<file path="src/rtl/dhp_pkg.sv">
package dhp_pkg;
  typedef enum logic [1:0] {
    XFER_IDLE = 2'd0,
    XFER_WR   = 2'd1,
    XFER_RD   = 2'd2
  } xfer_e;
endpackage

</file>
<file path="src/rtl/dhp_rst_sync.sv">
module dhp_rst_sync (
  input  logic clk,
  input  logic rst_n_in,
  output logic rst_n_out
);
  logic stage_q;

  always_ff @(posedge clk or negedge rst_n_in) begin
    if (!rst_n_in) begin
      stage_q   <= 1'b0;
      rst_n_out <= 1'b0;
    end else begin
      stage_q   <= 1'b1;
      rst_n_out <= stage_q;
    end
  end
endmodule

</file>
<file path="src/rtl/dhp_sync.sv">
module dhp_sync #(
  parameter int              W       = 4,
  parameter int              STAGES  = 2,
  parameter logic [W-1:0]    RST_VAL = '0
) (
  input  logic         clk,
  input  logic         rst_n,
  input  logic [W-1:0] d,
  output logic [W-1:0] q
);
  logic [W-1:0] st_q [STAGES];

  for (genvar i = 0; i < STAGES; i++) begin : g_stage
    logic [W-1:0] st_d;
    if (i == 0) begin : g_first
      assign st_d = d;
    end else begin : g_next
      assign st_d = st_q[i-1];
    end
    always_ff @(posedge clk or negedge rst_n) begin
      if (!rst_n) st_q[i] <= RST_VAL;
      else        st_q[i] <= st_d;
    end
  end

  assign q = st_q[STAGES-1];
endmodule

</file>
<file path="src/rtl/dhp_decode.sv">
module dhp_decode
  import dhp_pkg::*;
(
  input  logic  mode_enstb,
  input  logic  sel_n_s,
  input  logic  ln_a_s,
  input  logic  ln_b_s,
  output xfer_e kind
);
  always_comb begin
    kind = XFER_IDLE;
    if (!sel_n_s) begin
      if (mode_enstb) begin
        // direction line plus active-high enable strobe
        if (ln_b_s) kind = ln_a_s ? XFER_RD : XFER_WR;
      end else begin
        // split active-low strobes, write wins on overlap
        if (!ln_a_s)      kind = XFER_WR;
        else if (!ln_b_s) kind = XFER_RD;
      end
    end
  end
endmodule

</file>
<file path="src/rtl/disp_host_port.sv">
module disp_host_port
  import dhp_pkg::*;
#(
  parameter int DATA_W      = 8,
  parameter int SYNC_STAGES = 2
) (
  input  logic              clk,
  input  logic              rst_n,
  input  logic              mode_enstb,
  input  logic              sel_n,
  input  logic              dc_sel,
  input  logic              ln_a,
  input  logic              ln_b,
  input  logic [DATA_W-1:0] bus_in,
  output logic [DATA_W-1:0] bus_out,
  output logic              bus_oe,
  input  logic              core_busy,
  input  logic [DATA_W-1:0] core_rd_data,
  output logic              wr_valid,
  output logic              wr_is_data,
  output logic [DATA_W-1:0] wr_byte
);
  localparam int SW = DATA_W + 4;
  // select bit resets inactive so the flush after reset cannot fake a strobe
  localparam logic [SW-1:0] SYNC_RST = {1'b1, {(SW-1){1'b0}}};

  logic              rst_sync_n;
  logic [SW-1:0]     sync_q;
  logic              sel_n_s, ln_a_s, ln_b_s, dc_s;
  logic [DATA_W-1:0] bus_s;
  xfer_e             kind;
  logic              wr_act, rd_act, wr_end;
  logic [DATA_W-1:0] status_byte;

  logic              wr_act_q, wr_act_d;
  logic [DATA_W-1:0] hold_byte_q, hold_byte_d;
  logic              hold_dc_q, hold_dc_d;
  logic              wr_valid_d, wr_is_data_d;
  logic [DATA_W-1:0] wr_byte_d;
  logic              bus_oe_d;
  logic [DATA_W-1:0] bus_out_d;

  dhp_rst_sync u_rst (
    .clk       (clk),
    .rst_n_in  (rst_n),
    .rst_n_out (rst_sync_n)
  );

  dhp_sync #(.W(SW), .STAGES(SYNC_STAGES), .RST_VAL(SYNC_RST)) u_sync (
    .clk   (clk),
    .rst_n (rst_sync_n),
    .d     ({sel_n, ln_a, ln_b, dc_sel, bus_in}),
    .q     (sync_q)
  );

  assign {sel_n_s, ln_a_s, ln_b_s, dc_s, bus_s} = sync_q;

  dhp_decode u_dec (
    .mode_enstb (mode_enstb),
    .sel_n_s    (sel_n_s),
    .ln_a_s     (ln_a_s),
    .ln_b_s     (ln_b_s),
    .kind       (kind)
  );

  assign wr_act      = (kind == XFER_WR);
  assign rd_act      = (kind == XFER_RD);
  assign wr_end      = wr_act_q & ~wr_act;
  assign status_byte = {~core_busy, {(DATA_W-1){1'b0}}};

  // next-state logic
  always_comb begin
    wr_act_d     = wr_act;
    hold_byte_d  = hold_byte_q;
    hold_dc_d    = hold_dc_q;
    wr_valid_d   = wr_end;
    wr_is_data_d = wr_is_data;
    wr_byte_d    = wr_byte;
    bus_oe_d     = rd_act;
    bus_out_d    = '0;
    if (wr_act) begin
      hold_byte_d = bus_s;
      hold_dc_d   = dc_s;
    end
    if (wr_end) begin
      wr_byte_d    = hold_byte_q;
      wr_is_data_d = hold_dc_q;
    end
    if (rd_act) bus_out_d = dc_s ? core_rd_data : status_byte;
  end

  // registers
  always_ff @(posedge clk or negedge rst_sync_n) begin
    if (!rst_sync_n) begin
      wr_act_q    <= 1'b0;
      hold_byte_q <= '0;
      hold_dc_q   <= 1'b0;
      wr_valid    <= 1'b0;
      wr_is_data  <= 1'b0;
      wr_byte     <= '0;
      bus_oe      <= 1'b0;
      bus_out     <= '0;
    end else begin
      wr_act_q    <= wr_act_d;
      hold_byte_q <= hold_byte_d;
      hold_dc_q   <= hold_dc_d;
      wr_valid    <= wr_valid_d;
      wr_is_data  <= wr_is_data_d;
      wr_byte     <= wr_byte_d;
      bus_oe      <= bus_oe_d;
      bus_out     <= bus_out_d;
    end
  end

  // reset holds the outputs quiet
  p_reset_quiet_r1: assert property (@(posedge clk)
    !rst_n |=> (!wr_valid && !bus_oe));

  // a deselected port never drives the bus
  p_desel_no_drive_r5: assert property (@(posedge clk) disable iff (!rst_sync_n)
    sel_n_s |=> !bus_oe);

  // each write pulse is one cycle wide
  p_pulse_single_r9: assert property (@(posedge clk) disable iff (!rst_sync_n)
    wr_valid |=> !wr_valid);

  // the write byte only moves together with a write pulse
  p_byte_moves_r2: assert property (@(posedge clk) disable iff (!rst_sync_n)
    !$stable(wr_byte) |-> wr_valid);
endmodule

</file>
<file path="config.mk">
export PLATFORM = sky130hd
export DESIGN_NAME = disp_host_port
export DESIGN_NICKNAME = d
export VERILOG_FILES = /design/src/rtl/dhp_pkg.sv /design/src/rtl/dhp_rst_sync.sv /design/src/rtl/dhp_sync.sv /design/src/rtl/dhp_decode.sv /design/src/rtl/disp_host_port.sv
export SDC_FILE = /design/constraint.sdc
export NUM_CORES = 1
export LEC_CHECK = 0
export ABC_AREA = 1
export CAP_MARGIN = 20
export CORE_UTILIZATION = 51
export CTS_CLUSTER_DIAMETER = 150
export DETAILED_ROUTE_END_ITERATION = 10
export HOLD_SLACK_MARGIN = 0.12
export PLACE_DENSITY = 0.8
export RECOVER_POWER = 50
export SLEW_MARGIN = 20
export SYNTH_ARGS = -nofsm -noshare
export SYNTH_HDL_FRONTEND = slang
export SYNTH_SLANG_ARGS = --single-unit
export TNS_END_PERCENT = 1
</file>
<file path="constraint.sdc">
create_clock -name clk -period 3.7 [get_ports clk]
set_input_delay 0.74 -clock clk [delete_from_list [all_inputs] [get_ports clk]]
set_output_delay 0.74 -clock clk [all_outputs]
set_load 0.005 [all_outputs]
</file>
* After elaboration in Yosys (flattened, before gate mapping) *
Cells that the tools add are included.

word-level totals
  word-level logic and storage cells = 25
  register bits after elaboration = 55
  output and inout port bits = 19
  bits of input ports = 24

operators by class
  equality and inequality tests = 2
  mux-type cells = 8
  bitwise gates (word level) = 3

operator list
  kind                number
  $mux 8              2
  $mux 2              6
  $eq 2x1->1 const B  1
  $eq 2x2->1 const B  1
  $not 1->1           2
  $and 1x1->1         1

* Logic depth before layout (Yosys ltp) *
  depth after elaboration = 7
  depth in mapped cells = 7
  mapped depth without buffers = 6

* By module *
A second synthesis with hierarchy kept.

unflattened totals
  cell total of the unflattened synthesis = 147
  area total of the unflattened synthesis = 1770.4 um2

modules (own cells, without submodules)
  module          seq. area each (um2)  area an instance (um2)  cells an instance  instances
  disp_host_port  725.7                 1079.8                  111                1
  dhp_sync        603.1                 603.1                   24                 1
  dhp_rst_sync    50.0                  53.8                    3                  1
  dhp_decode      0.0                   33.8                    9                  1

* Worst setup path after synthesis *
No wires, ideal clock.

  kind = input port to flip-flop
  start = input port mode_enstb
  end = register wr_byte[0]
  buffers on the path = 1
  stages = 6
  arrival = 1.165 ns
  required time = 3.583 ns
  setup time = 0.117 ns
  setup slack = 2.418 ns
  path through = nand2_2 -> nand2_2 -> buf_6 -> nand2_8 -> nand2_1 -> nand2_1

between the ends
  longest elaborated chain between the ends = 5

RTL lines
  item                    line                   text
  start: declaration      disp_host_port.sv:9    input logic mode_enstb,
  $mux 2                  dhp_decode.sv:13       if (mode_enstb) begin
  $mux 2                  dhp_decode.sv:12       if (!sel_n_s) begin
  $eq 2x1->1              disp_host_port.sv:66   assign wr_act = (kind == XFER_WR);
  $not 1->1               disp_host_port.sv:68   assign wr_end = wr_act_q & ~wr_act;
  $and 1x1->1             disp_host_port.sv:68
  end signal: assignment  disp_host_port.sv:109  wr_byte <= wr_byte_d;
  end: declaration        disp_host_port.sv:21   output logic [DATA_W-1:0] wr_byte

Every way passes these cells.
A chain may end at the register's enable or synchronous reset.

* Worst setup path in the final report *
  start = register wr_byte[1]
  end = output port wr_byte[1]

No word-level cell between the ends.

==> out/qor.txt <==
Outcome - complete, but fails checks
Failing checks - capacitance limit, slew limit
CP required - 2.96 ns
Flop pwr share - 65.9%
Critical Path AT - 1.24 ns
Met1 Use GR - 18.3%
Post-CTS Hold Fix Bufs - 0
Fin Setup TNS - 0 ns
Post-Syn Area per Cell - 12.3 um^2
Worst setup EP type - primary output
Synth Cell Area - 1770 um^2
Die width - 60.8 um
Hold WS - 0.362 ns
Max cap viols - 1
Area Overhead vs Synth - 28.5%
Port bufs - 42
Crit path max fanout - 2
CTS buffer count - 5
Path type of the worst setup path - flop to primary output
CTS tree - yes
Nets@finish - 213
Reg2reg start - u_rst.rst_n_out$_DFF_PN0_
Yosys reg bits - 55
Worst Setup SP - wr_byte[1]$_DFFE_PN0P_
Final critical-path setup slack - 1.72 ns
Maximum clock path buffer count - 2
DRT iter0 DRCs - 44
Overflow after GRT - 0
Initial antenna violation count - 0
Htree depth - 2
DR vias - 1,073
Max-slew headroom - -28.6%
YS warnings - 0
First drt pass iteration count - 4
Dpl hpwl - 1720 um
Overall Global Routing Usage - 15.7%
Clk_skew - 0.0107 ns
Highest cell delay on the worst timing path - 0.50 ns
Layout cells sized above 1 - 7.89%
Sequential area share after synthesis - 78.1%
Pwr per Cell Area - 462 nW/um^2
Antenna diode count - 0
Worst hold path type - flop to flop
Vias/cell - 4.59
Clock sink count - 55
CTS Root Cell - clkbuf_4
CTS resizes - 0
Clock transition at path regs - 0.13 ns
Startpoint types - flop
Fmax - 0.506 GHz
Syn nets - 168
# IOs - 43
Internal power - 0.000805 W
Worst-Margin Slew - 1.93 ns
CP max-delay cell - clkdlybuf4s50_1
Post-route antenna net violation count - 0
Met3 Track Usage GR - 6.40%
Max Slew Vio Count - 54
Wire length per cell - 10.2 um
Post-CTS setup buffers - 0
Final hold vios - 0
Busiest grt layer - met2
Final worst-path cycle share - 53.4%
WL final - 2390 um
Die height - 60.8 um
DP Worst Slack - 1.66 ns
First-pass GRT wire length - 4070 um
Worst path bufs/invs - 1
Placed cell area - 2220 um^2
Clk network pwr share - 22.5%
Final setup violation count - 0
Routing usage on met2 - 26.2%
Vias in the first global route - 989
Peak supply drop - 0.000335 V
Cells after synthesis - 144
Die area - 3700 um^2
Insertion delay to the later sink of the worst-skew pair - 0.36 ns
RSZ-0062 raised after global routing - no
Final Cell Area - 2270 um^2
Combinational Power Share - 11.6%
Starting Density - 55.6%
Sw Ratio - 23.2%
Fillers - 220
Net Sw Power - 0.000243 W
Leakage - 1.11 nW
Minimum clock period - 1.98 ns
Placement row count - 20
Core box area - 3180 um^2
Hold Path Origin - u_sync.g_stage[1].st_d[0]$_DFF_PN0_
RePlAce Congestion - 0.687
Largest net degree at the start of global routing - 54
Cell variety after synth - 14
Crit path cell chain - clkdlybuf4s50_1
DRC - 0
Family with the most delay on the worst path - buffers and inverters
layout make-up:
type	instances	area [um^2]	area share, %
Sequential cell	55	1380	60.8
Clock inverter	2	12.5	0.552
Clock buffer	6	41.3	1.82
Timing Repair Buffer	42	420	18.5
Multi-Input combinational cell	78	334	14.7
Tap cell	44	55.1	2.43
Inverter	7	26.3	1.16
Yosys cell counts, drive strengths merged:
cell type	number	area share, %
buf	4	1.5
conb	1	0.21
dfrtp	53	75
dfstp	2	3.0
inv	7	1.5
nand2	55	13
nand3	10	3.1
nor2	10	2.1
o21ai	2	0.57
stage by stage:
stage / utilization (%) / instances / power [W]
2_1_floorplan: - / 144 / 0.000745
3_3_place_gp: 69.7 / 226 / 0.000822
3_5_place_dp: 69.7 / 226 / 0.000830
4_1_cts: 71.4 / 234 / 0.00106
5_1_grt: 71.4 / 234 / 0.00111
6_report: 71.4 / 234 / 0.00105
power by group through the flow:
stage	clock (W)	sequential (W)	combinational, W
floorplan	0	0.000698	0.0000471
global placement	0	0.000701	0.000121
detailed placement	0	0.000704	0.000126
CTS	0.000246	0.000693	0.000126
global route	0.000274	0.000699	0.000138
finish	0.000236	0.000691	0.000122
logic make-up (layout without fill, tap and decap cells):
group                  count (synthesis)  after routing  synth area share, %
buffers and inverters                 11             57                 2.98
AO/OA/AOI/OAI                          2              2                0.567
AND/OR/NAND/NOR                       75             75                 18.1
other                                  1              1                0.212
flip-flops                            55             55                 78.1
cell usage in the layout (no fill, tap or decap), drive strengths merged:
| master | count |
|---|---|
| dfstp | 2 |
| inv | 7 |
| nor2 | 10 |
| clkinv | 1 |
| nand3 | 10 |
| clkbuf | 6 |
| clkinvlp | 1 |
| dlygate4sd3 | 13 |
| clkdlybuf4s50 | 29 |
| nand2 | 55 |
| conb | 1 |
| dfrtp | 53 |
| o21ai | 2 |
per-layer routing:
metal,vias to the layer above,share of wire (%)
li1,526,-
met1,507,41
met2,37,52
met3,3,5.9
met4,0,0.96
met5,-,0
final timing paths:
check,endpoint,slack [ns],cells past startpoint
setup / recovery,wr_byte[1],1.72,1
hold / removal,u_sync.q[0]$_DFF_PN0_,0.36,0
setup reg to reg,u_sync.q[5]$_DFF_PN0_,1.77,0
hold reg to reg,u_sync.q[0]$_DFF_PN0_,0.36,0
max in group asynchronous,u_sync.q[5]$_DFF_PN0_,1.77,0
min in group asynchronous,u_rst.rst_n_out$_DFF_PN0_,0.59,1
state kept, by name (all words and copies together) (netlist names):
signal               cells
bus_oe                   1
bus_out                  8
hold_byte_q              8
hold_dc_q                1
u_rst.rst_n_out          1
u_rst.stage_q            1
u_sync.g_stage.st_d     12
u_sync.q                12
wr_act_q                 1
wr_byte                  8
wr_is_data               1
wr_valid                 1
(Power assumes the default switching activity.)
